===== config.mk =====
export PLATFORM = sky130hd
export DESIGN_NAME = altspace_router
export DESIGN_NICKNAME = d
export VERILOG_FILES = /design/src/rtl/altspace_pkg.sv /design/src/rtl/altspace_decode.sv /design/src/rtl/altspace_beatgen.sv /design/src/rtl/altspace_router.sv
export SDC_FILE = /design/constraint.sdc
export NUM_CORES = 1
export LEC_CHECK = 0
export BUFFER_PORTS_ARGS = -buffer_cell sky130_fd_sc_hd__buf_2
export CAP_MARGIN = 20
export CORE_MARGIN = 5
export CORE_UTILIZATION = 35
export DETAILED_ROUTE_END_ITERATION = 6
export SLEW_MARGIN = 0
export SYNTH_ARGS = -nofsm -noshare
export SYNTH_HDL_FRONTEND = slang
export SYNTH_SLANG_ARGS = --single-unit
export TNS_END_PERCENT = 10

===== constraint.sdc =====
create_clock -name clk -period 3.6 [get_ports clk]
set_input_delay 0.54 -clock clk [delete_from_list [all_inputs] [get_ports clk]]
set_output_delay 0.54 -clock clk [all_outputs]
set_load 0.1 [all_outputs]

===== src/rtl/altspace_pkg.sv =====
package altspace_pkg;
  localparam int ASI_W  = 8;
  localparam int ADDR_W = 32;
  localparam int WORD_W = 32;
  localparam int DWORD_W = 2 * WORD_W;

  localparam logic [ASI_W-1:0] SP_STUB      = 8'h02;
  localparam logic [ASI_W-1:0] SP_CODE      = 8'h09;
  localparam logic [ASI_W-1:0] SP_CACHE_LO  = 8'h0C;
  localparam logic [ASI_W-1:0] SP_CACHE_HI  = 8'h0F;
  localparam logic [ASI_W-1:0] SP_FLUSH_LO  = 8'h10;
  localparam logic [ASI_W-1:0] SP_FLUSH_HI  = 8'h14;
  localparam logic [ASI_W-1:0] SP_BCOPY     = 8'h17;
  localparam logic [ASI_W-1:0] SP_BFILL     = 8'h1F;
  localparam logic [ASI_W-1:0] SP_PHYS      = 8'h20;
  localparam logic [ASI_W-1:0] SP_IFLUSH    = 8'h31;
  localparam logic [ASI_W-1:0] SP_ICLEAR    = 8'h36;
  localparam logic [ASI_W-1:0] SP_DCLEAR    = 8'h37;

  typedef enum logic [2:0] {
    RT_NOP, RT_CODE, RT_PHYS, RT_COPY, RT_FILL, RT_FAULT
  } route_e;

  typedef enum logic [1:0] {ST_IDLE, ST_BUSY, ST_DONE} state_e;

  // log2 of the access width; unlisted byte counts fall back to a word
  function automatic logic [1:0] size_lg(input logic [3:0] nbytes);
    case (nbytes)
      4'd1:    return 2'd0;
      4'd2:    return 2'd1;
      4'd8:    return 2'd3;
      default: return 2'd2;
    endcase
  endfunction

  function automatic logic [ADDR_W-1:0] align_to(input logic [ADDR_W-1:0] a,
                                                 input logic [1:0] lg);
    case (lg)
      2'd0:    return a;
      2'd1:    return {a[ADDR_W-1:1], 1'b0};
      default: return {a[ADDR_W-1:2], 2'b00};
    endcase
  endfunction

  function automatic logic [WORD_W-1:0] zext_lg(input logic [WORD_W-1:0] d,
                                                input logic [1:0] lg);
    case (lg)
      2'd0:    return {{(WORD_W-8){1'b0}}, d[7:0]};
      2'd1:    return {{(WORD_W-16){1'b0}}, d[15:0]};
      default: return d;
    endcase
  endfunction
endpackage


===== src/rtl/altspace_decode.sv =====
module altspace_decode
  import altspace_pkg::*;
(
  input  logic [ASI_W-1:0] asi,
  input  logic             wr,
  output route_e           route
);
  logic in_cache, in_flush, is_clear;

  always_comb begin
    in_cache = (asi >= SP_CACHE_LO) && (asi <= SP_CACHE_HI);
    in_flush = (asi >= SP_FLUSH_LO) && (asi <= SP_FLUSH_HI);
    is_clear = (asi == SP_IFLUSH) || (asi == SP_ICLEAR) || (asi == SP_DCLEAR);
    route = RT_FAULT;
    if (asi == SP_PHYS) begin
      route = RT_PHYS;
    end else if (asi == SP_STUB || in_cache) begin
      route = RT_NOP;
    end else if (!wr) begin
      if (asi == SP_CODE) route = RT_CODE;
    end else begin
      if (in_flush || is_clear)  route = RT_NOP;
      else if (asi == SP_BCOPY)  route = RT_COPY;
      else if (asi == SP_BFILL)  route = RT_FILL;
    end
  end
endmodule


===== src/rtl/altspace_beatgen.sv =====
module altspace_beatgen
  import altspace_pkg::*;
#(
  parameter int COPY_WORDS = 8,
  localparam int BEAT_W = $clog2(2 * COPY_WORDS)
) (
  input  route_e              route,
  input  logic [1:0]          lg,
  input  logic [BEAT_W-1:0]   beat,
  input  logic [ADDR_W-1:0]   base,
  input  logic [ADDR_W-1:0]   src,
  input  logic [DWORD_W-1:0]  wdata,
  input  logic [WORD_W-1:0]   tmp,
  input  logic                wr,
  output logic [ADDR_W-1:0]   addr,
  output logic [1:0]          size,
  output logic                beat_wr,
  output logic [WORD_W-1:0]   beat_wdata,
  output logic                code,
  output logic                last
);
  logic [BEAT_W:0]      n_beats;
  logic [ADDR_W-1:0]    step;
  logic [ADDR_W-1:0]    pair_step;
  logic [WORD_W-1:0]    hi_w, lo_w;

  always_comb begin
    step      = ADDR_W'(beat) << 2;
    pair_step = ADDR_W'(beat >> 1) << 2;
    hi_w      = wdata[DWORD_W-1:WORD_W];
    lo_w      = wdata[WORD_W-1:0];
    addr       = base;
    size       = 2'd2;
    beat_wr    = 1'b0;
    beat_wdata = '0;
    code       = 1'b0;
    n_beats    = (BEAT_W+1)'(1);
    case (route)
      RT_CODE, RT_PHYS: begin
        code    = (route == RT_CODE);
        beat_wr = wr;
        if (lg == 2'd3) begin
          n_beats    = (BEAT_W+1)'(2);
          addr       = base + step;
          beat_wdata = (beat == '0) ? hi_w : lo_w;
        end else begin
          size       = lg;
          beat_wdata = lo_w;
        end
      end
      RT_COPY: begin
        n_beats    = (BEAT_W+1)'(2 * COPY_WORDS);
        beat_wr    = beat[0];
        addr       = (beat[0] ? base : src) + pair_step;
        beat_wdata = beat[0] ? tmp : '0;
      end
      RT_FILL: begin
        n_beats    = (BEAT_W+1)'(COPY_WORDS);
        beat_wr    = 1'b1;
        addr       = base + step;
        beat_wdata = beat[0] ? lo_w : hi_w;
      end
      default: ;
    endcase
    last = ({1'b0, beat} == n_beats - 1'b1);
  end
endmodule


===== src/rtl/altspace_router.sv =====
module altspace_router
  import altspace_pkg::*;
#(
  parameter int COPY_WORDS = 8
) (
  input  logic                clk,
  input  logic                rst_n,
  input  logic                req_valid,
  output logic                req_ready,
  input  logic [ASI_W-1:0]    req_asi,
  input  logic [ADDR_W-1:0]   req_addr,
  input  logic [3:0]          req_size,
  input  logic                req_write,
  input  logic [DWORD_W-1:0]  req_wdata,
  output logic                mem_valid,
  input  logic                mem_ready,
  output logic [ADDR_W-1:0]   mem_addr,
  output logic [1:0]          mem_size,
  output logic                mem_write,
  output logic [WORD_W-1:0]   mem_wdata,
  output logic                mem_code,
  input  logic [WORD_W-1:0]   mem_rdata,
  output logic                resp_valid,
  output logic [DWORD_W-1:0]  resp_rdata,
  output logic                fault_valid,
  output logic [ADDR_W-1:0]   fault_addr,
  output logic                fault_write,
  output logic                fault_alt
);
  localparam int BEAT_W = $clog2(2 * COPY_WORDS);

  state_e               state_q;
  route_e               route_q, route_d;
  logic [1:0]           lg_q, lg_d;
  logic [ADDR_W-1:0]    base_q, base_d, src_q;
  logic [DWORD_W-1:0]   wdata_q, rdata_q;
  logic [WORD_W-1:0]    tmp_q;
  logic [BEAT_W-1:0]    beat_q;
  logic                 wr_q, flt_q;
  logic [ADDR_W-1:0]    faddr_q;

  // named events for the checker
  logic accept_fire, beat_fire, last_beat, no_beats;

  altspace_decode u_dec (
    .asi   (req_asi),
    .wr    (req_write),
    .route (route_d)
  );

  altspace_beatgen #(.COPY_WORDS(COPY_WORDS)) u_beat (
    .route      (route_q),
    .lg         (lg_q),
    .beat       (beat_q),
    .base       (base_q),
    .src        (src_q),
    .wdata      (wdata_q),
    .tmp        (tmp_q),
    .wr         (wr_q),
    .addr       (mem_addr),
    .size       (mem_size),
    .beat_wr    (mem_write),
    .beat_wdata (mem_wdata),
    .code       (mem_code),
    .last       (last_beat)
  );

  always_comb begin
    lg_d = size_lg(req_size);
    case (route_d)
      RT_COPY: base_d = align_to(req_addr, 2'd2);
      RT_FILL: base_d = {req_addr[ADDR_W-1:3], 3'b000};
      default: base_d = align_to(req_addr, lg_d);
    endcase
  end

  assign req_ready   = (state_q == ST_IDLE);
  assign accept_fire = req_valid && req_ready;
  assign mem_valid   = (state_q == ST_BUSY);
  assign beat_fire   = mem_valid && mem_ready;
  assign no_beats    = (route_d == RT_NOP) || (route_d == RT_FAULT);

  always_ff @(posedge clk or negedge rst_n) begin
    if (!rst_n) begin
      state_q <= ST_IDLE;
      route_q <= RT_NOP;
      lg_q    <= 2'd2;
      base_q  <= '0;
      src_q   <= '0;
      wdata_q <= '0;
      rdata_q <= '0;
      tmp_q   <= '0;
      beat_q  <= '0;
      wr_q    <= 1'b0;
      flt_q   <= 1'b0;
      faddr_q <= '0;
    end else begin
      case (state_q)
        ST_IDLE: if (accept_fire) begin
          route_q <= route_d;
          lg_q    <= lg_d;
          base_q  <= base_d;
          src_q   <= align_to(req_wdata[ADDR_W-1:0], 2'd2);
          wdata_q <= req_wdata;
          wr_q    <= req_write;
          rdata_q <= '0;
          beat_q  <= '0;
          flt_q   <= (route_d == RT_FAULT);
          faddr_q <= req_addr;
          state_q <= no_beats ? ST_DONE : ST_BUSY;
        end
        ST_BUSY: if (beat_fire) begin
          if (!mem_write) begin
            if (route_q == RT_COPY)
              tmp_q <= mem_rdata;
            else if (lg_q == 2'd3) begin
              if (beat_q == '0) rdata_q[DWORD_W-1:WORD_W] <= mem_rdata;
              else              rdata_q[WORD_W-1:0]       <= mem_rdata;
            end else
              rdata_q <= {{WORD_W{1'b0}}, zext_lg(mem_rdata, lg_q)};
          end
          if (last_beat) begin
            beat_q  <= '0;
            state_q <= ST_DONE;
          end else begin
            beat_q  <= beat_q + 1'b1;
          end
        end
        default: state_q <= ST_IDLE;
      endcase
    end
  end

  assign resp_valid  = (state_q == ST_DONE);
  assign resp_rdata  = rdata_q;
  assign fault_valid = resp_valid && flt_q;
  assign fault_addr  = faddr_q;
  assign fault_write = wr_q;
  assign fault_alt   = fault_valid;
endmodule


# Word-level counts from Yosys, hierarchy flattened
# Cells that the tools add are included.
# word_totals
register_bits	267
out_inout_bits	170
input_bits	145
wordCells	118
# op_classes
eq_ne	31
n_bitwise	1
addsub	4
n_reduce_logical	23
mux	42
magnitude_cmp	4
# op_table
operator	n
2-to-1 mux 64 bit	5
2-to-1 mux 32 bit	8
one-hot mux 32 bit (3 select lines)	2
one-hot mux 64 bit (2 select lines)	1
one-hot mux 32 bit (2 select lines)	1
adder 32 x 5 -> 32 bit	1
adder 32 x 6 -> 32 bit	1
== test 8 x 6 -> 1 bit (second input constant)	4
2-to-1 mux 3 bit	6
== test 8 x 5 -> 1 bit (second input constant)	2
one-hot mux 5 bit (3 select lines)	1
2-to-1 mux 2 bit	7
2-to-1 mux 4 bit	3
AND reduction 6 bit	2
== test 3 x 2 -> 1 bit (second input constant)	3
== test 3 bit (second input constant)	3
== test 8 x 2 -> 1 bit (second input constant)	1
== test 8 x 4 -> 1 bit (second input constant)	1
greater-or-equal comparator 8 x 4 -> 1 bit (second input constant)	1
greater-or-equal comparator 8 x 5 -> 1 bit (second input constant)	1
less-or-equal comparator 8 x 4 -> 1 bit (second input constant)	1
less-or-equal comparator 8 x 5 -> 1 bit (second input constant)	1
one-hot mux 2 bit (2 select lines)	2
one-hot mux 4 bit (2 select lines)	1
28 further kinds	46

# Depth between registers and ports, before layout
# depth
depth_word	13
depth_mapped	14
mapped_depth_nobuf	11

# By module
# From an unflattened synthesis, not the netlist that was laid out.
# unflattened
hier_cells	1389
area_unflattened_um2	12310.6
# by_module_without_submodules
module	instances	area_per_inst_um2	cells_per_inst
altspace_router	1	8275.4	800
altspace_beatgen	1	3870.0	563
altspace_decode	1	165.2	26

# Worst setup path after synthesis
# Ideal clock, no wire load.
# synth_path
kind	register -> output
start	reg beat_q[0]
end	out mem_addr[20]
path_buffers	1
arrival_time_ns	5.274
slack_ns	-2.214
path_stages_with_launch	10
path_cell_list	dfrtp_1 ha_1 inv_1 fa_1 nor2b_1 o21ai_0 a21oi_1 clkbuf_1 nand2_1 o311ai_0
# synth_via
elab_chain_cells	3
elab_cells_between_ends	5
cone_classes	add/sub: 2; mux: 3
# synth_lines
item	line	text
start: declaration	altspace_router.sv:38	logic [BEAT_W-1:0] beat_q;
start signal: assignment	altspace_router.sv:126	beat_q <= beat_q + 1'b1;
2-to-1 mux 32 bit or adder 32 x 6 -> 32 bit (tied branches)	altspace_beatgen.sv:54, altspace_beatgen.sv:44, altspace_beatgen.sv:60	
adder 32 x 5 -> 32 bit or 2-to-1 mux 32 bit (tied branches)	altspace_beatgen.sv:54, altspace_beatgen.sv:42	
one-hot mux 32 bit (3 select lines) *	altspace_beatgen.sv:38	case (route)
end: declaration	altspace_router.sv:17	output logic [ADDR_W-1:0] mem_addr,
# Mark *: on every way between the ends. The rest lies on a longest branch, timed or not.

# Worst setup path after layout
# layout_path
start	reg beat_q[0]
end	out mem_addr[28]
# Same word-level chain as after synthesis.

==> reports/results.txt <==
Outcome -> finished, violations left
Failing checks -> setup timing
TritonCTS Sinks -> 208
WL/cell -> 20.75 µm
TritonCTS clock tree -> yes
Most used DFF post-synth -> dfrtp_1
Part of the power in combinational logic -> 0.422
CTS H-tree depth -> 1
Cell area power density -> 575.7 nW/µm²
First-pass GRT wire length -> 68,810 µm
Clk network pwr share -> 0.273
Crit start category -> register
Area Growth Syn to Fin -> 33.30%
Final routed DRC violation total -> 0
Antenna violations before repair -> 9
Fmax -> 260.1 MHz
Total CTS buffers -> 25
Final setup vio count -> 20
Ys Warns -> 0
Leakage -> 7.891 nW
Latest clock arrival within the worst-skew pair -> 0.55 ns
Vias/cell -> 5.440
Synth unique cells -> 82
Placer Congestion -> 0.8513
Row Count -> 68
Width of the die -> 196.8 µm
Die height -> 196.8 µm
Final #Nets -> 1,852
Fillcell total -> 3,384
Vias in the first global route -> 11,550
GRT Residual Overflow -> 0
Placed insts -> 2,112
1st-iter DRT viols -> 709
Int Pwr -> 5.251 mW
Final Hold Vio Count -> 0
Final core occ -> 0.4715
Initial DRT Pass Iterations -> 5
Avg Inst Size Synth -> 8.575 µm²
Sequential fraction of design power -> 0.305
Worst Path Arrival -> 3.31 ns
Clock buffer depth -> 3
Post-synth EDFFs -> 0
Total track usage -> 0.2218
Min Tclk post-route -> 3.845 ns
Worst Hold Class -> in2async
Synthesized flop and latch total -> 208
Non-Filler Instances -> 2,170
Final period util -> 1.068
Post-Syn Nets -> 1,583
Core Footprint -> 34,540 µm²
Area contributors post-synth -> dfrtp_1 (42%), nand2_1 (13%), mux2i_1 (4.3%)
Psw -> 4.127 mW
Post-detail-place hpwl -> 32,510 µm
Max-Cap Viols -> 0
Root Driver -> clkbuf_16
Synthesized area -> 12,220 µm²
Critical Path RT -> 3.06 ns
Initial Utilization -> 0.3537
Worst Max-Slew Pin Slew -> 1.015 ns
CTS clock-pin slew for the worst setup and hold paths -> 0.06 ns
Final Skew -> 0.01688 ns
Share of cells above drive strength 1 -> 0.3082
ANT nets after route -> 0
Ports -> 315
# hold bufs at CTS -> 0
DP Area -> 15,200 µm²
Total wire length -> 45,040 µm
CP max FO -> 6
Tightest hold margin -> 0.07209 ns
Post-synthesis instance total -> 1,425
Switching part of the total power -> 0.4401
Largest area contributor in the netlist -> dfrtp_1
Vias -> 11,804
Critical path class -> reg2out
Final instance area -> 16,290 µm²
Sequential element share of the synthesized area -> 0.4261
Setup Slack @ Placement -> 0.1053 ns
Crit path setup slack, layout -> -0.2454 ns
Rel. slew slack -> 0.3231
Synth top area share -> 0.4239
RSZ-0062 raised after global routing -> yes
Die area -> 38,750 µm²
Async set or reset register ratio after synthesis -> 1.000
Worst Setup End Kind -> output port
IO buf count -> 314
Largest net degree at the start of global routing -> 116
Final Max Slew Viols -> 0
VDD IR max -> 0.0003616 V
-- per-layer routing --
| layer | routed length (µm) | global-route usage |
|---|---|---|
| met5 | 55 | 0 |
| met1 | 19120 | 0.2962 |
| met3 | 2819 | 0.03692 |
| met4 | 1772 | 0.08141 |
| met2 | 21270 | 0.3643 |
-- cells in the final DEF, fill, tap and decap left out, types with 13 or more instances in the layout --
master,count
a21oi_1,55
nor2_1,27
o21ai_0,77
mux2_2,36
clkbuf_16,26
buf_12,63
nor2b_1,13
mux2i_1,53
buf_2,251
xnor2_1,26
buf_4,57
nand3_1,65
o22ai_1,31
a22o_1,16
nand2_1,415
dfrtp_1,206
a221oi_1,31
inv_1,16
nand4_1,14
xor2_1,13
-- power groups by stage --
| stage | Sequential [mW] | Combinational, mW | Clock [mW] |
|---|---|---|---|
| 2_1_floorplan | 2.83 | 2.67 | 0 |
| 3_3_place_gp | 2.89 | 3.88 | 0 |
| 3_5_place_dp | 2.89 | 3.91 | 0 |
| 4_1_cts | 2.85 | 3.95 | 2.62 |
| 5_1_grt | 2.89 | 4.15 | 2.72 |
| 6_report | 2.86 | 3.96 | 2.56 |
-- Yosys cell counts, types with 3 or more instances --
master     instances
o311ai_0           4
xnor2_1           27
o221ai_1           7
mux2_2            38
a221oi_1          31
nand4b_1           4
clkbuf_1          68
a31oi_1           11
nand3_1           70
mux2i_1           53
xor2_1            13
nor2b_1           14
nor3_1            11
nand2b_1           4
and2_1             8
buf_2             25
o22ai_1           33
a21o_1             6
a2bb2oi_1          3
a22o_1            16
o21ai_0           81
o31ai_1            5
buf_1             11
dfrtp_1          207
a211o_1            4
nand2_1          417
a21oi_1           57
o211ai_1          10
or2_2              4
nand4_1           14
a22oi_1            7
nand3b_1           4
ha_1              11
inv_1             16
buf_4             30
and3_1            11
nor3b_1            3
nor2_1            29
-- what timing repair did --
| action | in CTS | in global routing |
|---|---|---|
| pin swaps | 20 | 8 |
| setup buffers | 5 | 5 |
| endpoints found under the setup margin | 24 | 32 |
| gates resized for setup | 22 | 21 |
-- kinds of logic after synthesis --
logic type	Yosys count	share of synthesized area
muxes	91	0.07844
AOI/OAI and AO/OA	305	0.1678
buffers and inverters	154	0.06103
xor gates and xnor gates	40	0.02867
DFF	208	0.4261
adders and majority gates	14	0.01536
and+or+nand+nor	613	0.2226
-- state kept, by name, summed over array words and instances, names as in the netlist --
name         flops
base_q          32
beat_q           4
resp_rdata      64
state_q          2
wdata_q         64
route_q          3
tmp_q           32
fault_write      1
flt_q            1
fault_addr       3
lg_q             2
-- through the flow --
stage               power [mW]  TNS (ns)
floorplan                5.502    -22.05
global placement         6.772         0
detailed placement       6.804         0
CTS                      9.427    -3.598
global route             9.758    -5.980
finish                   9.377    -3.265
-- worst max-delay path: stages (launching register included) --
cell	delay, ns
dfrtp_4	0.52
buf_8	0.14
mux2_4	0.31
ha_4	0.31
a21oi_4	0.07
a221oi_4	0.23
buf_6	0.16
nand3_2	0.09
or4_4	0.52
nand3_4	0.11
o311ai_4	0.10
buf_12	0.19
-- final timing paths --
check	endpoint	startpoint	slack (ns)	depth (start not counted)
min in group clk	wdata_q[40]$_DFFE_PN0P_	req_wdata[40]	0.18	3
setup reg to reg	resp_rdata[12]$_DFFE_PN0P_	route_q[2]$_DFFE_PN0P_	0.50	6
hold / removal	resp_rdata[56]$_DFFE_PN0P_	rst_n	0.07	1
setup / recovery	mem_addr[28]	beat_q[0]$_DFFE_PN0P_	-0.25	11
hold reg to reg	base_q[1]$_DFFE_PN0P_	base_q[1]$_DFFE_PN0P_	0.47	2
max in group asynchronous	resp_rdata[42]$_DFFE_PN0P_	rst_n	2.58	2
-- area by class of cell --
cell class / instances / area [µm²] / area share
Clock buffer: 33 / 695.7 / 0.04271
Clock inverter: 10 / 122.6 / 0.007528
Inverter: 18 / 67.56 / 0.004148
Timing Repair Buffer: 378 / 3067 / 0.1883
Antenna cell: 5 / 12.51 / 0.0007682
Tap cell: 455 / 569.3 / 0.03495
Sequential cell: 208 / 5210 / 0.3199
Multi-Input combinational cell: 1063 / 6544 / 0.4018
No activity file was read; power rests on OpenSTA's default activity.
